## config.mk

```make
export PLATFORM = sky130hd
export DESIGN_NAME = nor_burst_reader
export DESIGN_NICKNAME = d
export VERILOG_FILES = /design/src/rtl/nbr_pkg.sv /design/src/rtl/nbr_timing_regs.sv /design/src/rtl/nbr_phase_ctr.sv /design/src/rtl/nbr_beat_addr.sv /design/src/rtl/nbr_capture.sv /design/src/rtl/nor_burst_reader.sv
export SDC_FILE = /design/constraint.sdc
export NUM_CORES = 1
export LEC_CHECK = 0
export BUFFER_PORTS_ARGS = -buffer_cell sky130_fd_sc_hd__clkbuf_2
export CORE_MARGIN = 8
export CORE_UTILIZATION = 45
export DETAILED_ROUTE_END_ITERATION = 7
export PLACE_DENSITY = 0.81
export SYNTH_ARGS = -nofsm -noshare
export SYNTH_HDL_FRONTEND = slang
export SYNTH_SLANG_ARGS = --single-unit
export TNS_END_PERCENT = 10
```

## constraint.sdc

```tcl
create_clock -name clk -period 2.61 [get_ports clk]
set_input_delay 0.1305 -clock clk [delete_from_list [all_inputs] [get_ports clk]]
set_output_delay 0.1305 -clock clk [all_outputs]
set_load 0.02 [all_outputs]
```

## src/rtl/nbr_pkg.sv

```systemverilog
package nbr_pkg;

    typedef enum logic [2:0] {
        ST_IDLE,
        ST_LATCH,
        ST_LHOLD,
        ST_CSDLY,
        ST_OEDLY,
        ST_FIRST,
        ST_SEQ
    } nbr_state_e;

    // number of timing fields carried by the block
    localparam int NUM_FIELDS = 6;

    // field slots inside the packed timing vector
    localparam int F_SETUP = 0;
    localparam int F_HOLD  = 1;
    localparam int F_CSD   = 2;
    localparam int F_OED   = 3;
    localparam int F_FIRST = 4;
    localparam int F_SEQ   = 5;

    // sequential beat length is seq_acc + SEQ_EXTRA + 1
    localparam int SEQ_EXTRA = 4;

endpackage

```

## src/rtl/nbr_timing_regs.sv

```systemverilog
module nbr_timing_regs #(
    parameter int TW = 4,
    parameter int NF = 6
) (
    input  logic                  clk,
    input  logic                  rst_n,
    input  logic                  capture,
    input  logic [NF-1:0][TW-1:0] cfg_in,
    output logic [NF-1:0][TW-1:0] cfg_q
);

    for (genvar g = 0; g < NF; g++) begin : g_field
        always_ff @(posedge clk or negedge rst_n) begin
            if (!rst_n) begin
                cfg_q[g] <= '0;
            end else if (capture) begin
                cfg_q[g] <= cfg_in[g];
            end
        end
    end

endmodule

```

## src/rtl/nbr_phase_ctr.sv

```systemverilog
module nbr_phase_ctr #(
    parameter int CTW = 6
) (
    input  logic           clk,
    input  logic           rst_n,
    input  logic           load,
    input  logic [CTW-1:0] load_val,
    output logic [CTW-1:0] count,
    output logic           expired
);

    always_ff @(posedge clk or negedge rst_n) begin
        if (!rst_n) begin
            count <= '0;
        end else if (load) begin
            count <= load_val;
        end else if (count != '0) begin
            count <= count - 1'b1;
        end
    end

    assign expired = (count == '0);

endmodule

```

## src/rtl/nbr_beat_addr.sv

```systemverilog
module nbr_beat_addr #(
    parameter int AW = 16,
    parameter int CW = 8
) (
    input  logic          clk,
    input  logic          rst_n,
    input  logic          accept,
    input  logic          advance,
    input  logic [AW-1:0] base_addr,
    input  logic [CW-1:0] beats,
    output logic [AW-1:0] cur_addr,
    output logic          last_beat
);

    logic [CW-1:0] beats_left;

    always_ff @(posedge clk or negedge rst_n) begin
        if (!rst_n) begin
            cur_addr   <= '0;
            beats_left <= '0;
        end else if (accept) begin
            cur_addr   <= base_addr;
            beats_left <= beats;
        end else if (advance) begin
            cur_addr   <= cur_addr + 1'b1;
            beats_left <= beats_left - 1'b1;
        end
    end

    assign last_beat = (beats_left == CW'(1));

endmodule

```

## src/rtl/nbr_capture.sv

```systemverilog
module nbr_capture #(
    parameter int DW = 16
) (
    input  logic          clk,
    input  logic          rst_n,
    input  logic          sample,
    input  logic          final_beat,
    input  logic [DW-1:0] bus_in,
    output logic [DW-1:0] word_out,
    output logic          word_valid,
    output logic          burst_done
);

    always_ff @(posedge clk or negedge rst_n) begin
        if (!rst_n) begin
            word_out   <= '0;
            word_valid <= 1'b0;
            burst_done <= 1'b0;
        end else begin
            word_valid <= sample;
            burst_done <= sample && final_beat;
            if (sample) begin
                word_out <= bus_in;
            end
        end
    end

endmodule

```

## src/rtl/nor_burst_reader.sv

```systemverilog
module nor_burst_reader
    import nbr_pkg::*;
#(
    parameter int AW = 16,
    parameter int DW = 16,
    parameter int CW = 8,
    parameter int TW = 4
) (
    input  logic          clk,
    input  logic          rst_n,
    input  logic          req_start,
    input  logic [AW-1:0] req_addr,
    input  logic [CW-1:0] req_beats,
    input  logic [TW-1:0] cfg_latch_setup,
    input  logic [TW-1:0] cfg_latch_hold,
    input  logic [TW-1:0] cfg_cs_delay,
    input  logic [TW-1:0] cfg_oe_delay,
    input  logic [TW-1:0] cfg_first_acc,
    input  logic [TW-1:0] cfg_seq_acc,
    input  logic [DW-1:0] flash_data,
    output logic [AW-1:0] flash_addr,
    output logic          flash_ale,
    output logic          flash_cs_n,
    output logic          flash_oe_n,
    output logic [DW-1:0] rd_data,
    output logic          rd_valid,
    output logic          rd_done,
    output logic          busy
);

    localparam int CTW = TW + 2;

    nbr_state_e state_q, state_d;

    logic [NUM_FIELDS-1:0][TW-1:0] cfg_in, cfg_q;
    logic           accept;
    logic           sample;
    logic           last_beat;
    logic           ctr_load;
    logic [CTW-1:0] ctr_val;
    logic [CTW-1:0] ctr_count;
    logic           ctr_expired;
    logic [CTW-1:0] seq_load;

    assign cfg_in[F_SETUP] = cfg_latch_setup;
    assign cfg_in[F_HOLD]  = cfg_latch_hold;
    assign cfg_in[F_CSD]   = cfg_cs_delay;
    assign cfg_in[F_OED]   = cfg_oe_delay;
    assign cfg_in[F_FIRST] = cfg_first_acc;
    assign cfg_in[F_SEQ]   = cfg_seq_acc;

    assign seq_load = CTW'(cfg_q[F_SEQ]) + CTW'(SEQ_EXTRA);

    nbr_timing_regs #(
        .TW (TW),
        .NF (NUM_FIELDS)
    ) u_timing (
        .clk     (clk),
        .rst_n   (rst_n),
        .capture (accept),
        .cfg_in  (cfg_in),
        .cfg_q   (cfg_q)
    );

    nbr_phase_ctr #(
        .CTW (CTW)
    ) u_ctr (
        .clk      (clk),
        .rst_n    (rst_n),
        .load     (ctr_load),
        .load_val (ctr_val),
        .count    (ctr_count),
        .expired  (ctr_expired)
    );

    nbr_beat_addr #(
        .AW (AW),
        .CW (CW)
    ) u_addr (
        .clk       (clk),
        .rst_n     (rst_n),
        .accept    (accept),
        .advance   (sample),
        .base_addr (req_addr),
        .beats     (req_beats),
        .cur_addr  (flash_addr),
        .last_beat (last_beat)
    );

    nbr_capture #(
        .DW (DW)
    ) u_cap (
        .clk        (clk),
        .rst_n      (rst_n),
        .sample     (sample),
        .final_beat (last_beat),
        .bus_in     (flash_data),
        .word_out   (rd_data),
        .word_valid (rd_valid),
        .burst_done (rd_done)
    );

    // state register
    always_ff @(posedge clk or negedge rst_n) begin
        if (!rst_n) begin
            state_q <= ST_IDLE;
        end else begin
            state_q <= state_d;
        end
    end

    // next state, phase counter loading, accept and sample strobes
    always_comb begin
        state_d  = state_q;
        ctr_load = 1'b0;
        ctr_val  = '0;
        accept   = 1'b0;
        sample   = 1'b0;
        unique case (state_q)
            ST_IDLE: begin
                if (req_start && (req_beats != '0)) begin
                    accept   = 1'b1;
                    state_d  = ST_LATCH;
                    ctr_load = 1'b1;
                    ctr_val  = CTW'(cfg_latch_setup);
                end
            end
            ST_LATCH: begin
                if (ctr_expired) begin
                    state_d  = ST_LHOLD;
                    ctr_load = 1'b1;
                    ctr_val  = CTW'(cfg_q[F_HOLD]);
                end
            end
            ST_LHOLD: begin
                if (ctr_expired) begin
                    ctr_load = 1'b1;
                    if (cfg_q[F_CSD] != '0) begin
                        state_d = ST_CSDLY;
                        ctr_val = CTW'(cfg_q[F_CSD]) - 1'b1;
                    end else if (cfg_q[F_OED] != '0) begin
                        state_d = ST_OEDLY;
                        ctr_val = CTW'(cfg_q[F_OED]) - 1'b1;
                    end else begin
                        state_d = ST_FIRST;
                        ctr_val = CTW'(cfg_q[F_FIRST]);
                    end
                end
            end
            ST_CSDLY: begin
                if (ctr_expired) begin
                    ctr_load = 1'b1;
                    if (cfg_q[F_OED] != '0) begin
                        state_d = ST_OEDLY;
                        ctr_val = CTW'(cfg_q[F_OED]) - 1'b1;
                    end else begin
                        state_d = ST_FIRST;
                        ctr_val = CTW'(cfg_q[F_FIRST]);
                    end
                end
            end
            ST_OEDLY: begin
                if (ctr_expired) begin
                    state_d  = ST_FIRST;
                    ctr_load = 1'b1;
                    ctr_val  = CTW'(cfg_q[F_FIRST]);
                end
            end
            ST_FIRST, ST_SEQ: begin
                if (ctr_expired) begin
                    sample = 1'b1;
                    if (last_beat) begin
                        state_d = ST_IDLE;
                    end else begin
                        state_d  = ST_SEQ;
                        ctr_load = 1'b1;
                        ctr_val  = seq_load;
                    end
                end
            end
            default: state_d = ST_IDLE;
        endcase
    end

    // bus outputs decoded from state
    always_comb begin
        flash_ale  = 1'b0;
        flash_cs_n = 1'b1;
        flash_oe_n = 1'b1;
        busy       = (state_q != ST_IDLE);
        unique case (state_q)
            ST_IDLE, ST_LHOLD, ST_CSDLY: ;
            ST_LATCH: flash_ale = 1'b1;
            ST_OEDLY: flash_cs_n = 1'b0;
            ST_FIRST: begin
                flash_cs_n = 1'b0;
                flash_oe_n = 1'b0;
            end
            ST_SEQ: begin
                flash_cs_n = 1'b0;
                flash_oe_n = 1'b0;
                flash_ale  = (ctr_count == seq_load);
            end
            default: ;
        endcase
    end

endmodule

```

# After elaboration in Yosys (flattened, before gate mapping)
# Index checks and enable logic that the tools add are counted.
classes:
  muxes: 36
  addsub: 6
  n_eq_ne: 14
  n_reduce_logical: 15
ops:
  columns: ["op", "n"]
  rows:
  - ["6-bit 2-to-1 mux", 6]
  - ["6-bit one-hot mux with 6 select lines", 1]
  - ["16-bit 2-to-1 mux", 2]
  - ["3-bit 2-to-1 mux", 8]
  - ["3-bit one-hot mux with 6 select lines", 1]
  - ["16-bit by 1-bit adder with 16-bit output (second input constant)", 1]
  - ["8-bit 2-to-1 mux", 2]
  - ["4-bit 2-to-1 mux", 3]
  - ["5-bit 2-to-1 mux", 2]
  - ["2-bit inequality test (second input constant)", 5]
  - ["4-bit by 1-bit subtractor with 5-bit output (second input constant)", 2]
  - ["3-bit equality test (second input constant)", 3]
  - ["1-bit 2-to-1 mux", 9]
  - ["8-bit by 1-bit equality test with 1-bit output (second input constant)", 1]
  - ["4-bit nonzero test", 2]
  - ["8-bit nonzero test", 1]
  - ["8-bit by 1-bit subtractor with 8-bit output (second input constant)", 1]
  - ["3-bit by 2-bit equality test with 1-bit output (second input constant)", 2]
  - ["6-bit by 5-bit equality test with 1-bit output", 1]
  - ["6-bit zero test", 1]
  - ["6-bit AND reduction", 1]
  - ["6-bit nonzero test", 1]
  - ["6-bit by 1-bit subtractor with 6-bit output (second input constant)", 1]
  - ["4-bit by 3-bit adder with 5-bit output (second input constant)", 1]
  - ["other kinds (11)", 13]
totals:
  elab_cells: 83
  reg_bits: 71
  output_inout_bits: 38

# Longest topological paths before layout
# Gate-level depths: netlist (run 1).
logic_depth:
  depth_word: 6
  mapped_depth: 9
  ltp_nobuf: 8

# Modules after synthesis
# From an unflattened synthesis (run 1), not the netlist that was laid out.
unflattened:
  hier_cells: 384
  area_unflattened_um2: 4212.8
by_module_without_submodules:
  columns: ["module", "instances", "cells_each", "area_per_inst_um2"]
  rows:
  - ["nbr_beat_addr", 1, 147, 1346.3]
  - ["nbr_timing_regs", 1, 51, 997.2]
  - ["nor_burst_reader", 1, 109, 765.7]
  - ["nbr_capture", 1, 37, 703.2]
  - ["nbr_phase_ctr", 1, 40, 400.4]

# Least setup slack after synthesis (run 1)
# Ideal clock, no wire load.
synth_timing:
  path_type: "reg2reg"
  from: "register u_ctr.count[0]"
  to: "register u_addr.cur_addr[14]"
  arrival_time_ns: 1.789
  slack_ns: 0.682
  setup_time_ns: 0.139
  path_stages_with_launch: 8
  period_less_slack_ns: 1.928
  required_time_ns: 2.471
  cell_sequence: "dfrtp_1 inv_1 ha_1 nor2b_1 nand4_2 or3b_1 o211ai_1 o311ai_1"
synth_between:
  elab_chain_cells: 4
synth_rtl:
  columns: ["element", "line", "rtl"]
  rows:
  - ["from (decl)", "nbr_phase_ctr.sv:8", "output logic [CTW-1:0] count,"]
  - ["from (signal assigned)", "nbr_phase_ctr.sv:16", "count <= load_val;"]
  - ["from (signal assigned)", "nbr_phase_ctr.sv:18", "count <= count - 1'b1;"]
  - ["6-bit zero test", "nbr_phase_ctr.sv:22", "assign expired = (count == '0);"]
  - ["1-bit 2-to-1 mux", "nor_burst_reader.sv:170", "if (ctr_expired) begin"]
  - ["1-bit 2-to-1 mux", "nor_burst_reader.sv:119", "unique case (state_q)"]
  - ["2-bit nonzero test (no source line)", null, null]
  - ["to (signal assigned)", "nbr_beat_addr.sv:22", "cur_addr <= base_addr;"]
  - ["to (signal assigned)", "nbr_beat_addr.sv:25", "cur_addr <= cur_addr + 1'b1;"]
  - ["to (decl)", "nbr_beat_addr.sv:11", "output logic [AW-1:0] cur_addr,"]
# No other way between the ends.
# A chain may end at the register's enable or synchronous reset.

# Worst setup path in the final report (run 1)
layout_timing:
  from: "register u_ctr.count[0]"
  to: "register u_addr.cur_addr[15]"
# The elaborated chain is that of the path after synthesis.

==> results.py, run 1 <==
metrics = {
    "cts": {
        "cts_num_sinks": 71,
        "clock_path_buffers": 2,
        "cts_root_buf": "clkbuf_8",
        "cts_buffers": 9,
        "cts_resized": 0,
        "cts_setup_buffers": 0,
        "htreeDepth": 3,
        "cts_tree": "yes",
        "path_clk_slew_ps": 80,
        "insertion_delay_ps": 360,
    },
    "power": {
        "power.density_nw_per_um2": 426.3,
        "seqPwrFrac_pct": 49.2,
        "p_total_mw": 2.235,
        "cellLeakagePower_nw": 2.483,
        "combPwrFrac_pct": 6.0,
        "p_int_mw": 1.731,
        "switching_share_pct": 22.54,
        "p_sw_mw": 0.5037,
        "clkPwrFrac_pct": 44.8,
        "ir_drop_uv": 250.4,
    },
    "detailed_routing": {
        "top_layer": "met4",
        "drc": 0,
        "drt-met1-wl_mm": 4.528,
        "wl_met3_um": 811,
        "avgRoutedWirePerCell_um": 15.25,
        "vias": 3820,
        "route.met2.wl_mm": 5.096,
        "first_iter_violations": 330,
        "antenna_left": 0,
        "firstDrtPassIters": 7,
        "routed_via_density": 5.403,
        "routed_wl_mm": 10.78,
    },
    "synth": {
        "ys_types": 66,
        "synth_top_cell_area_share_pct": 45.17,
        "netlist_instances": 446,
        "synthFlopType": "dfrtp_1",
        "synth.area.top_cells": "dfrtp_1 (45%), nand2_1 (13%), ha_1 (3.2%)",
        "seq_area_frac_synth_pct": 45.17,
        "syn_area_per_cell_sq_um": 8.820,
        "ys_seq_elements": 71,
        "postSynth.asyncResetShare_pct": 100.0,
        "yosys.area.top_type": "dfrtp_1",
        "ys_warn_count": 0,
        "synth_edf_count": 0,
        "netlist_area_sq_um": 3934,
        "syn_nets": 523,
    },
    "worst_setup_path": {
        "path_class": "reg2reg",
        "critPathLaunchType": "register",
        "worstPathRequired_ps": 2850,
        "cp_top_family": "simple AND/OR/NAND/NOR gates",
        "slowest_stage": "dfrtp_1",
        "crit_buf_inv": 2,
        "cp.arrival_ps": 2490,
        "cp-end-kind": "register",
        "cpPeakStageDelay_ps": 410,
        "cp_cell_sequence": "inv_1 > ha_1 > nor2b_1 > nand4_2 > buf_4 > nand2_1 > o21ai_0 > a221o_1",
        "cp_max_fo": 31,
    },
    "finish": {
        "syn2layout_area_growth_pct": 33.27,
        "layout_common_cells": "nand2_1 (134), clkbuf_2 (103), dfrtp_1 (71)",
        "drive_above_1_share_pct": 23.87,
        "stdcell_count": 707,
        "post-route-util_pct": 61.01,
        "final_common_cell": "nand2_1",
        "insertedDiodeCount": 0,
        "nets": 671,
    },
    "hold_path": {
        "worstHoldPathType": "in2reg",
    },
    "floorplan": {
        "rows": 34,
        "die_w_um": 109.5,
        "dieArea_sq_um": 11990,
        "core_sq_um": 8593,
        "ioPinCount": 105,
        "start_util_pct": 45.78,
        "die_y_um": 109.5,
    },
    "global_route": {
        "grt_max_degree": 47,
        "antenna_found_initial": 0,
        "grt_pass1_wl_mm": 18.18,
        "grt_pass1_vias": 3845,
        "grt.total_usage_pct": 18.84,
        "grt-ovfl-total": 0,
    },
    "placement": {
        "hpwl_mm": 7.757,
        "placedCellCount": 645,
        "gp_congestion": 0.9170,
        "io_buffers": 104,
        "post-place-ws_ps": 398.5,
    },
    "timing": {
        "tightest_slew_ps": 914.9,
        "fin_ws_ps": 361.9,
        "hold_viol_final": 0,
        "fmax_mhz": 444.8,
        "max-slew-margin-rel_pct": 38.64,
        "period_share_pct": 86.14,
        "finalMaxSlewViolations": 0,
        "setup_violations": 0,
        "rsz0062_at_grt": "false",
        "skew_ps": 12.48,
        "fin_crit_ps": 2248,
        "fin_setup_tns_ps": 0,
    },
    "job": {
        "maxCapViolations": 0,
    },
    "outcome": {
        "status": "finished clean",
    },
}
logic make-up (layout without fill, tap and decap cells):
family,count (synthesis),in the layout,share of synthesized area [%]
compound gates,85,85,15.90
mux,1,1,0.2862
buf+inv,34,187,3.944
fa+ha+maj,11,11,3.467
simple gates,222,222,26.34
flops,71,71,45.17
xor+xnor,22,22,4.898
layer usage:
metal | vias to the layer above | global-route usage [%]
met5 | - | 0
met3 | 37 | 4.396
li1 | 1839 | -
met2 | 153 | 29.67
met4 | 0 | 9.161
met1 | 1791 | 23.88
path summary, 6_finish.rpt:
| kind | startpoint | endpoint | slack, ps | depth (start not counted) |
|---|---|---|---|---|
| min in group asynchronous | rst_n | u_cap.word_out[8] | 410 | 2 |
| max reg2reg | u_ctr.count[0] | u_addr.cur_addr[15] | 360 | 8 |
| min | cfg_cs_delay[1] | u_timing.cfg_q[9] | 7 | 3 |
| min reg2reg | u_timing.cfg_q[7] | u_timing.cfg_q[7] | 480 | 2 |
| max in group asynchronous | rst_n | u_timing.cfg_q[12] | 1520 | 3 |
| max | u_ctr.count[0] | u_addr.cur_addr[15] | 360 | 8 |
power by group through the flow:
stage               clock network [mW]  logic [mW]  registers, mW
floorplan                            0     0.00335           1.12
global placement                     0      0.0804           1.12
finish                            1.00       0.135           1.10
global route                      1.06       0.149           1.10
detailed placement                   0      0.0816           1.12
CTS                               1.02       0.136           1.10
synth_stat cells, drive strengths merged, types with 5 or more instances:
master / n
a21oi: 11
a221o: 9
a22oi: 5
and2: 5
and3: 5
buf: 12
clkbuf: 9
dfrtp: 71
ha: 10
inv: 13
nand2: 134
nand2b: 5
nand3: 15
nor2: 20
nor2b: 5
nor3: 13
o21ai: 29
xnor2: 13
xor2: 9
worst register-to-register path: stages, from the launching register on:
cell     delay, ps
dfrtp_1        410
inv_1          140
ha_1           160
nor2b_1        260
nand4_2        230
buf_4          300
nand2_1        200
o21ai_0        130
a221o_1        310
registers in the layout, indices dropped and copies added (netlist names):
name,cells
u_addr.cur_addr,16
state_q,3
u_cap.word_valid,1
u_cap.word_out,16
u_ctr.count,6
u_timing.cfg_q,20
u_addr.beats_left,8
u_cap.burst_done,1
repair_timing:
item / in CTS / in global routing
setup endpoints to repair: 0 / 0
hold buffers: 46 / 0
hold endpoints to repair: 78 / 0
through the flow:
stage / hold slack, ps / cell area [sq um]
after floorplan: -165.1 / 3934
after global placement: 243.6 / 4556
after detailed placement: 255.4 / 4556
after CTS: 1.513 / 5243
after global routing: 4.920 / 5243
final: 7.264 / 5243
area by class of cell:
cell class	count	area (sq um)
repair buffers	158	1054
flip-flops and latches	71	1777
clock inverters	7	102.6
inverters	13	48.80
well taps	108	135.1
clock buffers	9	123.9
multi-input cells	341	2002
fillers	719	3351
Note: power is estimated with default switching activity, not from simulation.
==> run 2, diff against run 1 <==
--- a/config.mk
+++ b/config.mk
@@ -9,7 +9,9 @@
 export CORE_MARGIN = 8
 export CORE_UTILIZATION = 45
 export DETAILED_ROUTE_END_ITERATION = 7
-export PLACE_DENSITY = 0.81
+export GPL_TIMING_DRIVEN = 0
+export PLACE_DENSITY = 0.7
+export REMOVE_ABC_BUFFERS = 1
 export SYNTH_ARGS = -nofsm -noshare
 export SYNTH_HDL_FRONTEND = slang
 export SYNTH_SLANG_ARGS = --single-unit
==> run 2 against run 1 <==
Against the previous run: routed wire length increased by 5.6%; critical path depth decreased by 1; flip-flop and latch count did not move; setup slack worse by 220 ps; first-iteration DRC count decreased by 44%; the flow now finishes with violations (hold timing).
==> results.py, run 2 (synthesized netlist as in run 1, its figures left out) <==
metrics = {
    "cts": {
        "clock_path_buffers": 2,
        "cts_setup_buffers": 0,
        "htreeDepth": 3,
        "cts_root_buf": "clkbuf_8",
        "cts_buffers": 9,
        "cts_num_sinks": 71,
        "path_clk_slew_ps": 80,
        "cts_tree": "yes",
        "insertion_delay_ps": 350,
    },
    "finish": {
        "top_regs": "u_timing.cfg_q (20), u_addr.cur_addr (16), u_cap.word_out (16)",
        "final_common_cell": "nand2_1",
        "regArea_sq_um": 1779,
        "insertedDiodeCount": 0,
        "layout_common_cells": "nand2_1 (134), clkbuf_2 (103), dfrtp_1 (69)",
        "drive_above_1_share_pct": 24.03,
        "syn2layout_area_growth_pct": 34.19,
        "largest_reg_flops": 20,
        "regMostFlops": "u_timing.cfg_q",
        "multi_input_comb_area_sq_um": 2053,
        "fillers": 753,
        "post-route-util_pct": 61.43,
        "nets": 667,
    },
    "timing": {
        "fmax_mhz": 405.3,
        "finalMaxSlewViolations": 0,
        "max-slew-margin-rel_pct": 45.40,
        "hold_viol_final": 1,
        "fin_crit_ps": 2468,
        "setup_violations": 0,
        "rsz0062_at_grt": "true",
        "skew_ps": 8.819,
        "period_share_pct": 94.54,
        "hold_slack_ps": -2.662,
        "fin_setup_tns_ps": 0,
        "fin_ws_ps": 142.5,
        "tightest_slew_ps": 815.1,
    },
    "global_route": {
        "grt_pass1_vias": 3919,
        "grt_max_degree": 68,
        "antenna_found_initial": 0,
        "grt.total_usage_pct": 19.57,
        "grt_pass1_wl_mm": 18.69,
        "grt-ovfl-total": 0,
    },
    "worst_setup_path": {
        "critPathLaunchType": "input port",
        "cp_max_fo": 27,
        "path_class": "in2reg",
        "cp.arrival_ps": 2720,
        "rr_startpoint": "state_q[2]",
        "worstPathRequired_ps": 2860,
        "rrSetupSlack_ps": 160,
        "r2r-end": "state_q[1]",
        "cp-end-kind": "register",
        "reg2regPathDepth": 5,
    },
    "hold_path": {
        "hold_depth": 3,
        "worstHoldPathType": "in2reg",
        "min-delay-start": "cfg_cs_delay[0]",
        "min_to": "u_timing.cfg_q[8]",
    },
    "detailed_routing": {
        "first_iter_violations": 186,
        "avgRoutedWirePerCell_um": 16.20,
        "routed_via_density": 5.346,
        "drc": 0,
        "antenna_left": 0,
        "vias": 3758,
        "routed_wl_mm": 11.39,
        "firstDrtPassIters": 4,
    },
    "power": {
        "power.density_nw_per_um2": 426.6,
        "cellLeakagePower_nw": 2.465,
        "ir_drop_uv": 232.2,
    },
    "floorplan": {
        "dieArea_sq_um": 11990,
        "ioPinCount": 105,
        "die_w_um": 109.5,
        "rows": 34,
        "core_sq_um": 8593,
        "start_util_pct": 45.78,
        "die_y_um": 109.5,
    },
    "outcome": {
        "status": "finished, violations left",
        "violations": "hold timing",
    },
    "placement": {
        "post-place-ws_ps": -861.6,
        "io_buffers": 104,
        "gp_congestion": 0.8591,
        "hpwl_mm": 7.363,
    },
    "job": {
        "maxCapViolations": 0,
    },
}
## run 2: cell types whose count changed in the layout (fill, tap and decap cells not counted), sizes merged
cell         previous run  this run
buf                     9         1
clkbuf                112       114
clkinv                  2         3
clkinvlp                1         0
dlygate4sd3            46        47
inv                    15        14
nand4                   4         5
o211a                   2         3
## run 2: worst max path at each step
| stage | startpoint | end | cells after the start |
|---|---|---|---|
| 6_report | req_beats[3] | u_ctr.count[1] | 7 |
| 5_1_grt | req_beats[3] | state_q[0] | 7 |
| 4_1_cts | state_q[1] | u_addr.beats_left[4] | 6 |
| 3_5_place_dp | u_ctr.count[0] | u_addr.beats_left[4] | 8 |
| 3_3_place_gp | u_ctr.count[0] | u_addr.beats_left[4] | 8 |
| 2_1_floorplan | u_ctr.count[0] | u_addr.beats_left[4] | 8 |
## run 2: metrics by stage
step	instances	cell area [sq um]	hold slack (ps)	total power, mW
after floorplan	425	3827	-165.1	1.125
after global placement	637	4483	321.4	1.197
after detailed placement	638	4513	41.52	1.203
after CTS	702	5244	3.613	2.268
after global routing	703	5279	12.90	2.320
final	703	5279	-2.662	2.252
## run 2: final cells by class
cell class              instances  share of cell area, %
repair buffers                152                  19.34
multi-input cells             343                  38.90
clock inverters                 6                  1.730
well taps                     108                  2.560
inverters                      13                  1.161
flip-flops and latches         71                  33.70
clock buffers                  10                  2.607
## run 2: power breakdown
group / internal [mW] / total [mW] / switching, mW
clock network: 0.571 / 1.01 / 0.442
registers: 1.10 / 1.10 / 0
logic: 0.0872 / 0.140 / 0.0527
total: 1.76 / 2.25 / 0.495
## run 2: timing repair
item	in CTS	in global routing
resized for setup	6	5
endpoints found under the hold margin	105	0
setup endpoints to repair	41	6
hold buffers	47	0
gates cloned	1	1
pin swaps	1	3
## run 2: routing by layer
| metal | GRT usage, % | up-vias | wire length [um] |
|---|---|---|---|
| li1 | - | 1835 | - |
| met1 | 24.81 | 1795 | 4905 |
| met2 | 31.83 | 109 | 5578 |
| met3 | 4.982 | 19 | 733 |
| met4 | 6.654 | 0 | 172 |
| met5 | 0 | - | 0 |
## run 2: critical path, cell delays in order
cell and delay (ps):
dlygate4sd3_1 540, clkbuf_2 120, or4_4 580, o211ai_4 680
o21ai_0 220, o2111a_1 210, a211oi_1 240
